File: config.mk
export PLATFORM = sky130hd
export DESIGN_NAME = ps2_host_port
export DESIGN_NICKNAME = d
export VERILOG_FILES = /design/src/rtl/ps2_host_pkg.sv /design/src/rtl/ps2_line_sync.sv /design/src/rtl/ps2_fifo.sv /design/src/rtl/ps2_rx.sv /design/src/rtl/ps2_tx.sv /design/src/rtl/ps2_host_port.sv
export SDC_FILE = /design/constraint.sdc
export NUM_CORES = 1
export LEC_CHECK = 0
export ABC_AREA = 1
export BUFFER_PORTS_ARGS = -buffer_cell sky130_fd_sc_hd__buf_2
export CORE_MARGIN = 5
export CORE_UTILIZATION = 55
export DETAILED_ROUTE_END_ITERATION = 6
export GPL_TIMING_DRIVEN = 0
export HOLD_SLACK_MARGIN = 0.08
export PLACE_DENSITY = 0.75
export SYNTH_ARGS = -nofsm -noshare
export SYNTH_HDL_FRONTEND = slang
export SYNTH_SLANG_ARGS = --single-unit
File: constraint.sdc
create_clock -name clk -period 2.7 [get_ports clk]
set_clock_uncertainty 0.15 [all_clocks]
set_input_delay 0.135 -clock clk [delete_from_list [all_inputs] [get_ports clk]]
set_output_delay 0.135 -clock clk [all_outputs]
set_load 0.03 [all_outputs]
File: src/rtl/ps2_host_pkg.sv
// Shared constants and types for the PS/2 host port.
// Assumes the register port decodes byte offsets on a 4-bit address.
package ps2_host_pkg;

    localparam logic [3:0] OFS_DATA   = 4'h0;
    localparam logic [3:0] OFS_STAT   = 4'h4;
    localparam logic [3:0] OFS_CTRL   = 4'h8;
    localparam logic [3:0] OFS_RELOAD = 4'hC;

    // Control register, packed so that bit 0 is rx_en.
    typedef struct packed {
        logic tx_irq_en;
        logic rx_irq_en;
        logic tx_en;
        logic rx_en;
    } ctrl_t;

    typedef enum logic [1:0] {
        TX_IDLE,
        TX_INHIBIT,
        TX_SEND
    } tx_state_t;

    // Bit that makes data plus parity hold an odd number of ones.
    function automatic logic odd_par(input logic [7:0] d);
        return ~^d;
    endfunction

endpackage

File: src/rtl/ps2_line_sync.sv
// Synchroniser and falling-edge detector for one PS/2 wire.
// Assumes the wire idles high. STAGES >= 2.
module ps2_line_sync #(
    parameter int STAGES = 2
) (
    input  logic clk,
    input  logic rst_n,
    input  logic line_in,
    output logic level,
    output logic fall
);
    logic [STAGES-1:0] chain;
    logic              prev;

    // Shift the raw wire through the flop chain and keep the previous level.
    always_ff @(posedge clk) begin
        if (!rst_n) begin
            chain <= '1;
            prev  <= 1'b1;
        end else begin
            chain <= {chain[STAGES-2:0], line_in};
            prev  <= chain[STAGES-1];
        end
    end

    assign level = chain[STAGES-1];
    assign fall  = prev & ~chain[STAGES-1];
endmodule

File: src/rtl/ps2_fifo.sv
// Show-ahead FIFO: rdata presents the oldest entry.
// A push while full is dropped, and a pop while empty is ignored.
module ps2_fifo #(
    parameter int WIDTH = 8,
    parameter int DEPTH = 16,
    localparam int AW   = (DEPTH > 1) ? $clog2(DEPTH) : 1,
    localparam int CW   = $clog2(DEPTH + 1)
) (
    input  logic             clk,
    input  logic             rst_n,
    input  logic             push,
    input  logic [WIDTH-1:0] wdata,
    input  logic             pop,
    output logic [WIDTH-1:0] rdata,
    output logic [CW-1:0]    count,
    output logic             full,
    output logic             empty
);
    logic [WIDTH-1:0] mem [DEPTH];
    logic [AW-1:0]    wr_ptr, rd_ptr;
    logic             do_push, do_pop;

    assign full    = (count == CW'(DEPTH));
    assign empty   = (count == '0);
    assign do_push = push & ~full;
    assign do_pop  = pop & ~empty;
    assign rdata   = mem[rd_ptr];

    function automatic logic [AW-1:0] step(input logic [AW-1:0] p);
        return (p == AW'(DEPTH - 1)) ? '0 : p + AW'(1);
    endfunction

    // Store accepted writes.
    always_ff @(posedge clk) begin
        if (do_push) mem[wr_ptr] <= wdata;
    end

    // Advance pointers and the fill count.
    always_ff @(posedge clk) begin
        if (!rst_n) begin
            wr_ptr <= '0;
            rd_ptr <= '0;
            count  <= '0;
        end else begin
            if (do_push) wr_ptr <= step(wr_ptr);
            if (do_pop)  rd_ptr <= step(rd_ptr);
            case ({do_push, do_pop})
                2'b10:   count <= count + CW'(1);
                2'b01:   count <= count - CW'(1);
                default: count <= count;
            endcase
        end
    end
endmodule

File: src/rtl/ps2_rx.sv
// Receive deserialiser for device-to-host frames.
// Works on synchronised falling edges. The frame is a start bit of 0, 8 data
// bits LSB first, odd parity and a stop bit of 1. Bad frames raise an error
// pulse and are not delivered. Clearing enable abandons a partial frame.
module ps2_rx (
    input  logic       clk,
    input  logic       rst_n,
    input  logic       enable,
    input  logic       fall,
    input  logic       dat,
    output logic       busy,
    output logic       byte_valid,
    output logic [7:0] byte_data,
    output logic       par_err,
    output logic       frm_err
);
    import ps2_host_pkg::*;

    logic [3:0] bit_cnt;
    logic [8:0] shreg;
    logic [9:0] frame;
    logic       par_ok;

    assign frame  = {dat, shreg};
    assign par_ok = ^frame[8:0];
    assign busy   = (bit_cnt != 4'd0);

    // Frame sequencer: count bits, shift, and judge the frame at the stop bit.
    always_ff @(posedge clk) begin
        if (!rst_n) begin
            bit_cnt    <= 4'd0;
            shreg      <= '0;
            byte_valid <= 1'b0;
            byte_data  <= '0;
            par_err    <= 1'b0;
            frm_err    <= 1'b0;
        end else begin
            byte_valid <= 1'b0;
            par_err    <= 1'b0;
            frm_err    <= 1'b0;
            if (!enable) begin
                bit_cnt <= 4'd0;
            end else if (fall) begin
                if (bit_cnt == 4'd0) begin
                    if (!dat) bit_cnt <= 4'd1;
                end else if (bit_cnt == 4'd10) begin
                    bit_cnt    <= 4'd0;
                    byte_data  <= frame[7:0];
                    byte_valid <= par_ok & frame[9];
                    par_err    <= ~par_ok;
                    frm_err    <= ~frame[9];
                end else begin
                    shreg   <= {dat, shreg[8:1]};
                    bit_cnt <= bit_cnt + 4'd1;
                end
            end
        end
    end
endmodule

File: src/rtl/ps2_tx.sv
// Host-to-device sender with its own inhibit timer.
// Holds clock low for reload+1 cycles, then requests with data low and shifts
// d0..d7, parity and stop on device falling edges. It samples the acknowledge
// bit on the 11th edge. Assumes reload >= 4 so that the edge the host itself
// causes has passed the synchroniser before the request phase.
module ps2_tx #(
    parameter int RELOAD_W = 16
) (
    input  logic                clk,
    input  logic                rst_n,
    input  logic                enable,
    input  logic                have_data,
    input  logic                rx_busy,
    input  logic [7:0]          tx_byte,
    input  logic [RELOAD_W-1:0] reload,
    input  logic                fall,
    input  logic                dat,
    output logic                take,
    output logic                idle,
    output logic                inhibit,
    output logic                clk_low,
    output logic                dat_low,
    output logic                nack
);
    import ps2_host_pkg::*;

    tx_state_t           state;
    logic [RELOAD_W-1:0] timer;
    logic [3:0]          bit_cnt;
    logic [8:0]          shreg;
    logic                bit_out;

    assign idle    = (state == TX_IDLE);
    assign inhibit = (state == TX_INHIBIT);
    assign take    = idle & enable & have_data & ~rx_busy;
    assign clk_low = inhibit;
    assign dat_low = (state == TX_SEND) & ~bit_out;

    // Sequencer covering the inhibit timer, request, bit shifting and acknowledge.
    always_ff @(posedge clk) begin
        if (!rst_n) begin
            state   <= TX_IDLE;
            timer   <= '0;
            bit_cnt <= 4'd0;
            shreg   <= '0;
            bit_out <= 1'b1;
            nack    <= 1'b0;
        end else begin
            nack <= 1'b0;
            unique case (state)
                TX_IDLE: begin
                    if (take) begin
                        shreg <= {odd_par(tx_byte), tx_byte};
                        timer <= reload;
                        state <= TX_INHIBIT;
                    end
                end
                TX_INHIBIT: begin
                    if (timer == '0) begin
                        bit_out <= 1'b0;
                        bit_cnt <= 4'd0;
                        state   <= TX_SEND;
                    end else begin
                        timer <= timer - RELOAD_W'(1);
                    end
                end
                TX_SEND: begin
                    if (fall) begin
                        if (bit_cnt == 4'd10) begin
                            nack    <= dat;
                            bit_out <= 1'b1;
                            state   <= TX_IDLE;
                        end else begin
                            bit_out <= shreg[0];
                            shreg   <= {1'b1, shreg[8:1]};
                            bit_cnt <= bit_cnt + 4'd1;
                        end
                    end
                end
                default: state <= TX_IDLE;
            endcase
        end
    end
endmodule

File: src/rtl/ps2_host_port.sv
// PS/2 host port: register file, receive and transmit queues, and line engines.
// Assumes a single-cycle register port. reg_rdata is combinational in the
// cycle of reg_rd, and a read of the data offset pops on that clock edge.
module ps2_host_port #(
    parameter int                FIFO_DEPTH = 16,
    parameter int                SYNC_STAGES = 2,
    parameter int                RELOAD_W   = 16,
    parameter logic [RELOAD_W-1:0] RELOAD_RST = RELOAD_W'(5000),
    localparam int               CW         = $clog2(FIFO_DEPTH + 1)
) (
    input  logic        clk,
    input  logic        rst_n,
    input  logic [3:0]  reg_addr,
    input  logic        reg_wr,
    input  logic        reg_rd,
    input  logic [31:0] reg_wdata,
    output logic [31:0] reg_rdata,
    input  logic        ps2_clk_in,
    input  logic        ps2_dat_in,
    output logic        ps2_clk_low,
    output logic        ps2_dat_low,
    output logic        irq
);
    import ps2_host_pkg::*;

    ctrl_t               ctrl;
    logic [RELOAD_W-1:0] reload;
    logic                err_pe, err_fe, tx_irq_q;

    logic                clk_lvl, clk_fall, dat_lvl, dat_fall;
    logic                rx_busy, rx_valid, rx_pe, rx_fe;
    logic [7:0]          rx_byte, rx_head, tx_head;
    logic                rx_push, rx_pop, tx_push, tx_pop;
    logic [CW-1:0]       rx_cnt, tx_cnt;
    logic                rx_full, rx_empty, tx_full, tx_empty;
    logic                tx_idle, tx_inhibit, tx_nack;
    logic                stat_clr;
    logic [31:0]         stat_word;

    // Clock and data synchronisers, one per wire.
    ps2_line_sync #(.STAGES(SYNC_STAGES)) u_clk_sync (
        .clk(clk), .rst_n(rst_n), .line_in(ps2_clk_in),
        .level(clk_lvl), .fall(clk_fall));
    ps2_line_sync #(.STAGES(SYNC_STAGES)) u_dat_sync (
        .clk(clk), .rst_n(rst_n), .line_in(ps2_dat_in),
        .level(dat_lvl), .fall(dat_fall));

    ps2_rx u_rx (
        .clk(clk), .rst_n(rst_n), .enable(ctrl.rx_en & tx_idle),
        .fall(clk_fall), .dat(dat_lvl), .busy(rx_busy),
        .byte_valid(rx_valid), .byte_data(rx_byte),
        .par_err(rx_pe), .frm_err(rx_fe));

    assign rx_push = rx_valid;
    assign rx_pop  = reg_rd & (reg_addr == OFS_DATA);

    ps2_fifo #(.WIDTH(8), .DEPTH(FIFO_DEPTH)) u_rx_q (
        .clk(clk), .rst_n(rst_n), .push(rx_push), .wdata(rx_byte),
        .pop(rx_pop), .rdata(rx_head), .count(rx_cnt),
        .full(rx_full), .empty(rx_empty));

    assign tx_push = reg_wr & (reg_addr == OFS_DATA);

    ps2_fifo #(.WIDTH(8), .DEPTH(FIFO_DEPTH)) u_tx_q (
        .clk(clk), .rst_n(rst_n), .push(tx_push), .wdata(reg_wdata[7:0]),
        .pop(tx_pop), .rdata(tx_head), .count(tx_cnt),
        .full(tx_full), .empty(tx_empty));

    ps2_tx #(.RELOAD_W(RELOAD_W)) u_tx (
        .clk(clk), .rst_n(rst_n), .enable(ctrl.tx_en), .have_data(~tx_empty),
        .rx_busy(rx_busy), .tx_byte(tx_head), .reload(reload),
        .fall(clk_fall), .dat(dat_lvl), .take(tx_pop), .idle(tx_idle),
        .inhibit(tx_inhibit), .clk_low(ps2_clk_low), .dat_low(ps2_dat_low),
        .nack(tx_nack));

    assign stat_clr = reg_wr & (reg_addr == OFS_STAT) & (reg_wdata == 32'd0);

    // Control and reload registers.
    always_ff @(posedge clk) begin
        if (!rst_n) begin
            ctrl   <= '0;
            reload <= RELOAD_RST;
        end else if (reg_wr) begin
            if (reg_addr == OFS_CTRL)   ctrl   <= ctrl_t'(reg_wdata[3:0]);
            if (reg_addr == OFS_RELOAD) reload <= reg_wdata[RELOAD_W-1:0];
        end
    end

    // Sticky error flags: a new error wins over a clear in the same cycle.
    always_ff @(posedge clk) begin
        if (!rst_n) begin
            err_pe <= 1'b0;
            err_fe <= 1'b0;
        end else begin
            err_pe <= rx_pe | (err_pe & ~stat_clr);
            err_fe <= rx_fe | tx_nack | (err_fe & ~stat_clr);
        end
    end

    // One-cycle pulse when a frame start empties the transmit queue.
    always_ff @(posedge clk) begin
        if (!rst_n) tx_irq_q <= 1'b0;
        else        tx_irq_q <= ctrl.tx_irq_en & tx_pop & ~tx_push &
                                (tx_cnt == CW'(1));
    end

    assign stat_word = {5'(rx_cnt), 5'(tx_cnt), 16'd0, tx_full, rx_full,
                        tx_inhibit, err_fe, err_pe, ~rx_empty};

    // Read multiplexer.
    always_comb begin
        unique case (reg_addr)
            OFS_DATA:   reg_rdata = {24'd0, rx_head};
            OFS_STAT:   reg_rdata = stat_word;
            OFS_CTRL:   reg_rdata = {28'd0, ctrl};
            OFS_RELOAD: reg_rdata = 32'(reload);
            default:    reg_rdata = 32'd0;
        endcase
    end

    assign irq = (ctrl.rx_en & ctrl.rx_irq_en & ~rx_empty) | tx_irq_q;

endmodule

==> results of run 1 <==
-- cell usage in the layout, fill, tap and decap left out, types with 6 or more instances in the layout --
cell,netlist,final
a21oi_1,59,59
a31oi_1,6,6
buf_2,17,78
buf_4,9,23
buf_6,4,8
clkbuf_1,45,31
clkbuf_16,0,40
clkbuf_2,0,7
clkbuf_4,0,8
clkbuf_8,0,8
clkinv_2,0,11
conb_1,1,6
dfxtp_1,119,118
dlygate4sd3_1,0,31
edfxtp_1,256,256
ha_1,26,25
inv_1,162,162
inv_2,9,8
nand2_1,324,322
nand3_1,115,111
nand4_1,7,7
nor2_1,226,214
nor2_2,1,13
nor3_1,17,15
nor4_1,12,11
o21ai_0,181,165
o21ai_1,8,22
o221ai_1,21,20
o22ai_1,14,13
or2_2,7,7
xnor2_1,8,8
xor2_1,16,16
-- power breakdown --
| group | internal (mW) | switching (mW) | leakage [nW] |
|---|---|---|---|
| Clock | 2.97 | 2.16 | 0.609 |
| Sequential | 6.11 | 0.00932 | 2.99 |
| Combinational | 0.0987 | 0.208 | 3.65 |
-- state kept, by name (all words and copies together) (netlist names), 2 cells and up, named ones only --
register	count
u_rx_q.mem	128
ctrl	4
u_rx_q.rd_ptr	4
u_tx.state	2
u_rx_q.count	5
u_rx.bit_cnt	4
u_rx_q.wr_ptr	4
u_clk_sync.chain	2
u_rx.shreg	9
u_tx.bit_cnt	4
u_tx_q.rd_ptr	4
u_dat_sync.chain	2
u_rx.byte_data	8
u_tx.timer	16
u_tx_q.mem	128
u_tx.shreg	9
u_tx_q.count	5
reload	16
u_tx_q.wr_ptr	4
-- logic make-up (layout without fill, tap and decap cells) --
logic type | count (synthesis) | count (layout) | synth area share
simple gates | 718 | 718 | 0.1819
buf+inv | 249 | 424 | 0.06260
flops | 375 | 375 | 0.6166
other cells | 1 | 6 | 0.0002296
compound gates | 310 | 310 | 0.1059
xor+xnor | 24 | 24 | 0.01287
fa+ha+maj | 26 | 26 | 0.01992
-- cell type report --
type                            instances  area share
Timing Repair Buffer                  107     0.03905
Sequential cell                       375      0.5300
Inverter                              174     0.03463
Multi-Input combinational cell       1084      0.2830
Clock buffer                           53     0.05840
Buffer                                 75     0.02390
Clock inverter                         15    0.005333
Tap cell                              390     0.02568
-- metrics by stage --
| step | hold slack, ns | cell area [um^2] |
|---|---|---|
| 6_report | 0.1273 | 19000 |
| 5_1_grt | 0.1575 | 19000 |
| 4_1_cts | 0.09558 | 18840 |
| 3_5_place_dp | 0.1851 | 17190 |
| 3_3_place_gp | 0.1817 | 17190 |
| 2_1_floorplan | 0.08387 | 16350 |
-- Yosys cell counts (3+ instances only) --
master,n,area (um^2)
nand2_1,324,1216
edfxtp_1,256,7687
nor2_1,226,848.3
o21ai_0,181,905.9
inv_1,162,608.1
dfxtp_1,119,2382
nand3_1,115,575.6
a21oi_1,59,295.3
clkbuf_1,45,168.9
ha_1,26,325.3
o221ai_1,21,183.9
buf_2,17,85.08
nor3_1,17,85.08
xor2_1,16,140.1
o22ai_1,14,87.58
nor4_1,12,75.07
buf_4,9,67.56
inv_2,9,33.78
o21ai_1,8,40.04
xnor2_1,8,70.07
nand4_1,7,43.79
or2_2,7,43.79
a31oi_1,6,37.54
o211ai_1,5,37.54
a211oi_1,4,30.03
buf_6,4,45.04
o2111ai_1,3,26.28
-- worst register-to-register path: cells and delay by family, from the launching register on --
family	cells	cell delay (ns)
buffers and inverters	2	0.38
AND/OR/NAND/NOR	4	1.26
adder cells (fa/ha/maj)	1	0.27
flip-flops	1	0.35
-- worst max path at each step --
stage,start,end,slack (ns)
after floorplan,u_rx_q.count[0],u_rx_q.count[4],0.14
after global placement,reg_addr[0],u_tx_q.mem[7][3],-0.25
after detailed placement,reg_addr[0],u_tx_q.mem[7][2],-0.31
after CTS,u_tx_q.count[0],u_tx_q.mem[1][0],-0.09
after global routing,u_tx_q.count[0],u_tx_q.mem[13][2],-0.25
final,u_tx_q.count[0],u_tx_q.mem[13][2],-0.09
-- layer usage --
layer,global-route usage,vias to the layer above,wire [um]
met5,0,-,0
met4,0.09997,0,1771
met3,0.04106,130,3770
met2,0.4380,682,20980
met1,0.3512,6099,17630
li1,-,6062,-
-- what timing repair did --
item,CTS,global route
endpoints found under the hold margin,165,0
hold buffers,31,0
gates resized for setup,53,60
pin swaps,2,6
buffers inserted,1,5
endpoints found under the setup margin,90,97
==> impl_results.md, run 1 <==
- Outcome: finished with violations
- Failing checks: setup timing
- DR iter-0 viols: 1526
- Dpl hpwl: 29.53 mm
- Period utilization: 1.035
- Share of cells above drive strength 1: 0.1275
- IO Port Bufs: 70
- TNS Setup: -1.147 ns
- Hold WC Path Type: in -> reg
- Largest net degree at the start of global routing: 20
- Least-Margin Pin Slew: 1.048 ns
- RSZ-0062 raised after global routing: yes
- Clk buf depth: 3
- Flop2flop setup slack: -0.09 ns
- DRT antenna net count: 0
- Fill cells: 2322
- Post-synth top flop: edfxtp_1
- Ports: 77
- Register bit total from synthesis: 375
- Pwr dens: 608.2 nW/um^2
- Slew HR: 0.2988
- Vias: 12970
- Power, Total: 11.56 mW
- Placer's final routability congestion estimate: 0.9128
- Worst path bufs/invs: 2
- CTS sink count: 375
- Synth Warn #: 0
- Type of origin of the critical path: flip-flop
- Die height: 182.3 um
- Worst R2R Path Depth: 7
- Worst path required time: 2.69 ns
- Maximum clock rate: 357.9 MHz
- Total track usage: 0.2632
- Worst Setup End Kind: flip-flop
- Initial antenna violation count: 0
- CP arrival: 2.79 ns
- Critical Path Fanout Max: 8
- DR DRC count: 0
- Root Buffer: clkbuf_16
- Final hold violation count: 0
- Post-synthesis sequential area ratio: 0.6166
- Cell Chain, Critical Path: inv_1 > ha_1 > nand3_1 > nand2_1 > inv_1 > nand2_1 > nor2_1
- Avg WL per Cell: 19.42 um
- Total iterations of the first detailed-routing run: 6
- Critical Path Max Stage Delay: 0.75 ns
- Mapped Area: 16330 um^2
- Synth Area per Inst: 9.589 um^2
- Cells after DPL: 2168
- Routed WL: 44.15 mm
- First-pass GRT wire length: 68.75 mm
- Average vias per placed instance: 5.707
- TritonCTS clock tree: built
- NumNets Final: 1923
- Clock Latency Late Sink: 0.53 ns
- Finished Core Util: 0.6446
- Ant diodes: 0
- Startpoint of the worst hold path: reg_addr[3]
- Pleak: 7.250 nW
- Synth Instances: 1703
- Hold endpoint: u_tx_q.wr_ptr[1]
- DIE AREA: 33240 um^2
- Starting Density: 0.5539
- CORE AREA: 29480 um^2
- Worst reg2reg startpoint: u_tx_q.count[0]
- H-tree depth: 2
- WP depth: 7
- Area grow syn2layout: 16.36%
- FFs w/ async S/R, synth: 0
- Minimum clock period: 2.794 ns
- DP Worst Slack: -0.3057 ns
- CTS buffer count: 38
- Clk slew on worst S/H paths: 0.06 ns
- Critical path's top delay family: simple AND/OR/NAND/NOR gates
- CP max stage cell: nor2_1
- Register area: 10070 um^2
- Final setup violation count: 16
- WS Path Type: reg -> reg
- Die width: 182.3 um
- Post-route setup slack: -0.09443 ns
- Hold depth: 4
- Post-synth cell types: 45
- Max cap viols: 0
- Post-synth EDFFs: 256
- Peak VDD IR: 526.8 uV
- Max-slew violations: 0
- Vias in the first global route: 12610
- Num rows: 63
- Area taken by multi-input logic gates: 5378 um^2
- Total gr overflow: 0
- Fin cells: 2273
- R2R Path End: u_tx_q.mem[13][2]
Power figures use the tool's default switching activity.
==> run 2, diff against run 1 <==
Settings changed: CORE_UTILIZATION 55 to 59, PLACE_DENSITY 0.75 to 0.77.
Clock period 2.7 ns to 3.49 ns, I/O delays scaled along.
==> run 2 against run 1 <==
Against the previous run: the run now ends clean; wire length shrank 2.6%; design area shrank 1.8%; global-route usage grew 0.58 points; worst hold slack gained 0.084 ns; register-to-register slack gained 0.56 ns; flip-flop and latch count is the same; power shrank 23%; sequential power shrank 23%; final cell count shrank 0.79%; largest cell class unchanged; largest power group unchanged.
==> impl_results.md, run 2 (synthesis gave the netlist of run 1 again) <==
- Global routing usage on met3: 0.04925
- CP arrival: 2.87 ns
- Total iterations of the first detailed-routing run: 6
- Routing usage on met1: 0.3644
- Num rows: 61
- Average vias per placed instance: 5.771
- CTS sink count: 375
- CORE AREA: 27550 um^2
- Avg WL per Cell: 19.07 um
- WS Path Type: reg -> out
- Die width: 176.4 um
- Initial antenna violation count: 0
- Final setup violation count: 0
- DR iter-0 viols: 1606
- Die height: 176.4 um
- Most common cell after layout, fill and taps aside: nand2_1
- Period utilization: 0.9154
- Ant diodes: 0
- Largest net degree at the start of global routing: 20
- DIE AREA: 31110 um^2
- DP Worst Slack: 0.4956 ns
- Post_cts resized: 0
- Vias: 13010
- Routed WL: 42.99 mm
- DRT antenna net count: 0
- Hold WC Path Type: in -> reg
- Starting Density: 0.5927
- Share of cells above drive strength 1: 0.09590
- Clk slew on worst S/H paths: 0.06 ns
- RSZ-0062 raised after global routing: no
- TNS Setup: 0 ns
- Post-route setup slack: 0.2951 ns
- Vias in the first global route: 12520
- Pwr dens: 477.3 nW/um^2
- Max-slew violations: 0
- Total gr overflow: 0
- Fill cells: 2093
- Outcome: complete, no violations
- Area grow syn2layout: 14.30%
- Worst Setup End Kind: primary output
- DR DRC count: 0
- Worst hold slack: 0.2114 ns
- Total track usage: 0.2690
- IO Port Bufs: 70
- M2 GR Usage: 0.4363
- Final hold violation count: 0
- H-tree depth: 2
- Pleak: 7.089 nW
- Dpl hpwl: 29.12 mm
- Type of origin of the critical path: flip-flop
- Placer's final routability congestion estimate: 0.9447
- CTS buffer count: 38
- Grt peak-use layer: met2
- Max cap viols: 0
- TritonCTS clock tree: built
- Highest-count cells in the layout ignoring fill and taps: 324 x nand2_1, 256 x edfxtp_1, 226 x nor2_1
- Clock Latency Late Sink: 0.54 ns
- Top flop regs: u_rx_q.mem x128, u_tx_q.mem x128
- Maximum clock rate: 313.0 MHz
- Slew HR: 0.1634
- Worst path required time: 3.17 ns
- Critical Path Fanout Max: 10
- Clk buf depth: 3
- Peak VDD IR: 434.5 uV
- Least-Margin Pin Slew: 1.245 ns
- First-pass GRT wire length: 65.87 mm
- Ports: 77
- NumNets Final: 1915
- Root Buffer: clkbuf_16
- Minimum clock period: 3.195 ns
==> run 2: changes by cell type in the layout (fill, tap and decap cells not counted), sizes merged <==
| cell | previous run | this run |
|---|---|---|
| dlygate4sd3 | 31 | 29 |
| clkinv | 15 | 10 |
| inv | 173 | 174 |
| buf | 110 | 100 |
| clkbuf | 94 | 103 |
| clkinvlp | 0 | 1 |
==> run 2: power breakdown <==
| part | total [mW] | switching (mW) | internal [mW] |
|---|---|---|---|
| logic | 0.232 | 0.157 | 0.0751 |
| clock network | 3.94 | 1.68 | 2.26 |
| registers | 4.73 | 0.00748 | 4.73 |
==> run 2: layout make-up <==
class	count	area, um^2	area share
well taps	378	473.0	0.02534
clock buffers	58	1099	0.05885
flip-flops and latches	375	10070	0.5394
repair buffers	99	640.6	0.03432
clock inverters	12	105.1	0.005630
multi-input cells	1084	5258	0.2817
plain buffers	75	366.6	0.01964
inverters	174	655.6	0.03512
==> run 2: routing by layer <==
metal  wire length, um  part of all wire
met1             16820              0.39
met2             19860              0.46
met3              4627              0.11
met4              1682             0.039
met5                 0                 0
==> run 2: metrics by stage <==
step / utilization / cells / total power [mW] / cell area (um^2)
6_report: 0.6775 / 2255 / 8.910 / 18670
5_1_grt: 0.6775 / 2255 / 9.138 / 18670
4_1_cts: 0.6775 / 2255 / 8.926 / 18670
3_5_place_dp: 0.6233 / 2156 / 5.033 / 17170
3_3_place_gp: 0.6233 / 2156 / 5.028 / 17170
2_1_floorplan: - / 1708 / 4.929 / 16350
==> run 2: worst max-delay path, stage by stage (launching register included) <==
cell and delay, ns:
dfxtp_1 0.31, buf_2 0.20, inv_2 0.20, clkbuf_1 0.45
o21ai_0 0.16, o221ai_1 0.24, nand3_1 0.14, nand2_1 0.10
nand2_1 0.10, o21ai_0 0.18, buf_2 0.26
==> run 2: final timing paths <==
path / to / depth (start not counted) / slack (ns) / from
max: reg_rdata[6] / 10 / 0.30 / flip-flop
min: tx_irq_q / 5 / 0.21 / reg_addr[0]
max reg2reg: u_rx_q.count[4] / 16 / 0.47 / u_rx_q.count[0]
min reg2reg: u_dat_sync.chain[1] / 1 / 0.26 / u_dat_sync.chain[0]
==> run 2: what timing repair did <==
action	in CTS	in global routing
setup buffers	0	0
endpoints found under the hold margin	154	0
hold buffers	29	0
==> run 3, diff against run 2 <==
Settings changed: CORE_MARGIN 5 to not set, CORE_UTILIZATION 59 to 45, PLACE_DENSITY 0.77 to not set.
==> run 3 against run 2 <==
Against the previous run: the flow now finishes with violations (DRC); count of clock-buffer cells in the layout down 8; critical path type unchanged; largest power group unchanged; sequential share of layout area is 0.84 points lower; register-to-register slack improved by 0.02 ns; final cell count increased by 3.9%; sequential power about the same; non-clock buffer count decreased by 1; worst setup slack got worse by 0.12 ns.
==> impl_results.md, run 3 (synthesis gave the netlist of run 1 again) <==
- Outcome: finished with violations
- Failing checks: DRC
- Period utilization: 0.9494
- Highest-count cells in the layout ignoring fill and taps: 324 x nand2_1, 256 x edfxtp_1, 226 x nor2_1
- Worst path required time: 3.17 ns
- Total iterations of the first detailed-routing run: 7
- Cell Chain, Critical Path: buf_2 > inv_2 > clkbuf_1 > o21ai_0 > o221ai_1 > nand3_1 > nand2_1 > nand2_1 > o21ai_0 > buf_2
- Die height: 192.5 um
- Vias: 12600
- CTS sink count: 375
- Int Power: 7.507 mW
- Post-CTS setup buffer count: 0
- First-pass GRT wire length: 68.25 mm
- Clock Latency Late Sink: 0.56 ns
- DRT antenna net count: 0
- Clk buf depth: 3
- Maximum clock rate: 301.8 MHz
- IO Port Bufs: 70
- Final hold violation count: 0
- Clk pwr share: 0.477
- DR iter-0 viols: 1050
- Area grow syn2layout: 16.12%
- Dpl hpwl: 30.79 mm
- Sw frac: 0.2091
- Ant diodes: 0
- Critical Path Max Stage Delay: 0.43 ns
- Minimum clock period: 3.313 ns
- Num rows: 69
- Starting Density: 0.4580
- Die width: 192.5 um
- Most common cell after layout, fill and taps aside: nand2_1
- Largest net degree at the start of global routing: 20
- H-tree depth: 2
- RSZ-0062 raised after global routing: no
- Total gr overflow: 0
- Clk slew on worst S/H paths: 0.06 ns
- Ports: 77
- Total track usage: 0.2474
- Part of the power in registers: 0.499
- CORE AREA: 35660 um^2
- CP max stage cell: clkbuf_1
- Type of origin of the critical path: flip-flop
- TNS Setup: 0 ns
- Hold WC Path Type: in -> reg
- Critical path's top delay family: buffers and inverters
- Root Buffer: clkbuf_16
- CTS buffer count: 41
- Comb pwr share: 0.025
- TritonCTS clock tree: built
- Max-slew violations: 0
- WS Path Type: reg -> out
- DIE AREA: 37060 um^2
- CP arrival: 2.99 ns
- Vias in the first global route: 11830
- Top flop regs: u_rx_q.mem x128, u_tx_q.mem x128
- Slew HR: 0.2626
- Least-Margin Pin Slew: 1.102 ns
- Routed WL: 45.74 mm
- Average vias per placed instance: 5.380
- Fill cells: 3296
- NumNets Final: 1917
- DR DRC count: 7
- Avg WL per Cell: 19.53 um
- Final setup violation count: 0
- Peak VDD IR: 347.1 uV
- Initial antenna violation count: 0
- Power, Total: 9.492 mW
- NetSw: 1.985 mW
- Placer's final routability congestion estimate: 0.9036
- Pwr dens: 500.6 nW/um^2
- Post_cts resized: 0
- Worst path bufs/invs: 4
- Pleak: 7.174 nW
- Worst Setup End Kind: primary output
- Share of cells above drive strength 1: 0.09942
- Max cap viols: 0
- Critical Path Fanout Max: 10
run 3: worst min-delay path, delay by kind of cell:
family | cells | cell delay, ns
buf+inv | 2 | 0.25
simple gates | 3 | 0.39
run 3: worst paths after layout:
path              cells past startpoint                start  slack (ns)                  end
hold reg to reg                       1  u_dat_sync.chain[0]        0.26  u_dat_sync.chain[1]
hold / removal                        5          reg_addr[0]        0.20             tx_irq_q
setup / recovery                     10            flip-flop        0.18         reg_rdata[6]
setup reg to reg                     15      u_rx_q.count[0]        0.49      u_rx_q.count[4]
run 3: area by class of cell:
type	count	area (um^2)	area share
well taps	461	576.8	0.03042
clock buffers	50	1102	0.05813
plain buffers	75	366.6	0.01933
repair buffers	98	630.6	0.03325
inverters	174	655.6	0.03457
multi-input cells	1084	5263	0.2775
clock inverters	25	299.0	0.01577
flip-flops and latches	375	10070	0.5310
run 3: repair_timing:
action	4_1_cts	5_1_grt
hold endpoints to repair	162	0
endpoints found under the setup margin	0	0
hold buffers	28	0
run 3: per-layer routing:
metal	share of wire	global-route usage	wire (um)	vias up
met5	0	0	0	-
met4	0.030	0.08783	1369	0
met3	0.064	0.03237	2919	92
met2	0.47	0.4041	21530	467
met1	0.44	0.3376	19910	5988
li1	-	-	-	6053
run 3: power groups by stage:
stage	registers, mW	clock network (mW)	logic, mW
2_1_floorplan	4.83	0	0.102
3_3_place_gp	4.83	0	0.208
3_5_place_dp	4.83	0	0.211
4_1_cts	4.73	4.57	0.234
5_1_grt	4.73	4.72	0.256
6_report	4.73	4.52	0.235
run 3: metrics by stage:
step	hold slack, ns	worst slack [ns]	std cells	utilization	area, um^2
5_1_grt	0.2234	0.08166	2342	0.5318	18960
3_5_place_dp	0.2199	0.4736	2239	0.4845	17280
4_1_cts	0.1759	0.1592	2342	0.5317	18960
6_report	0.2022	0.1765	2342	0.5318	18960
2_1_floorplan	0.1234	0.9296	1708	-	16350
3_3_place_gp	0.2155	0.4765	2239	0.4845	17280
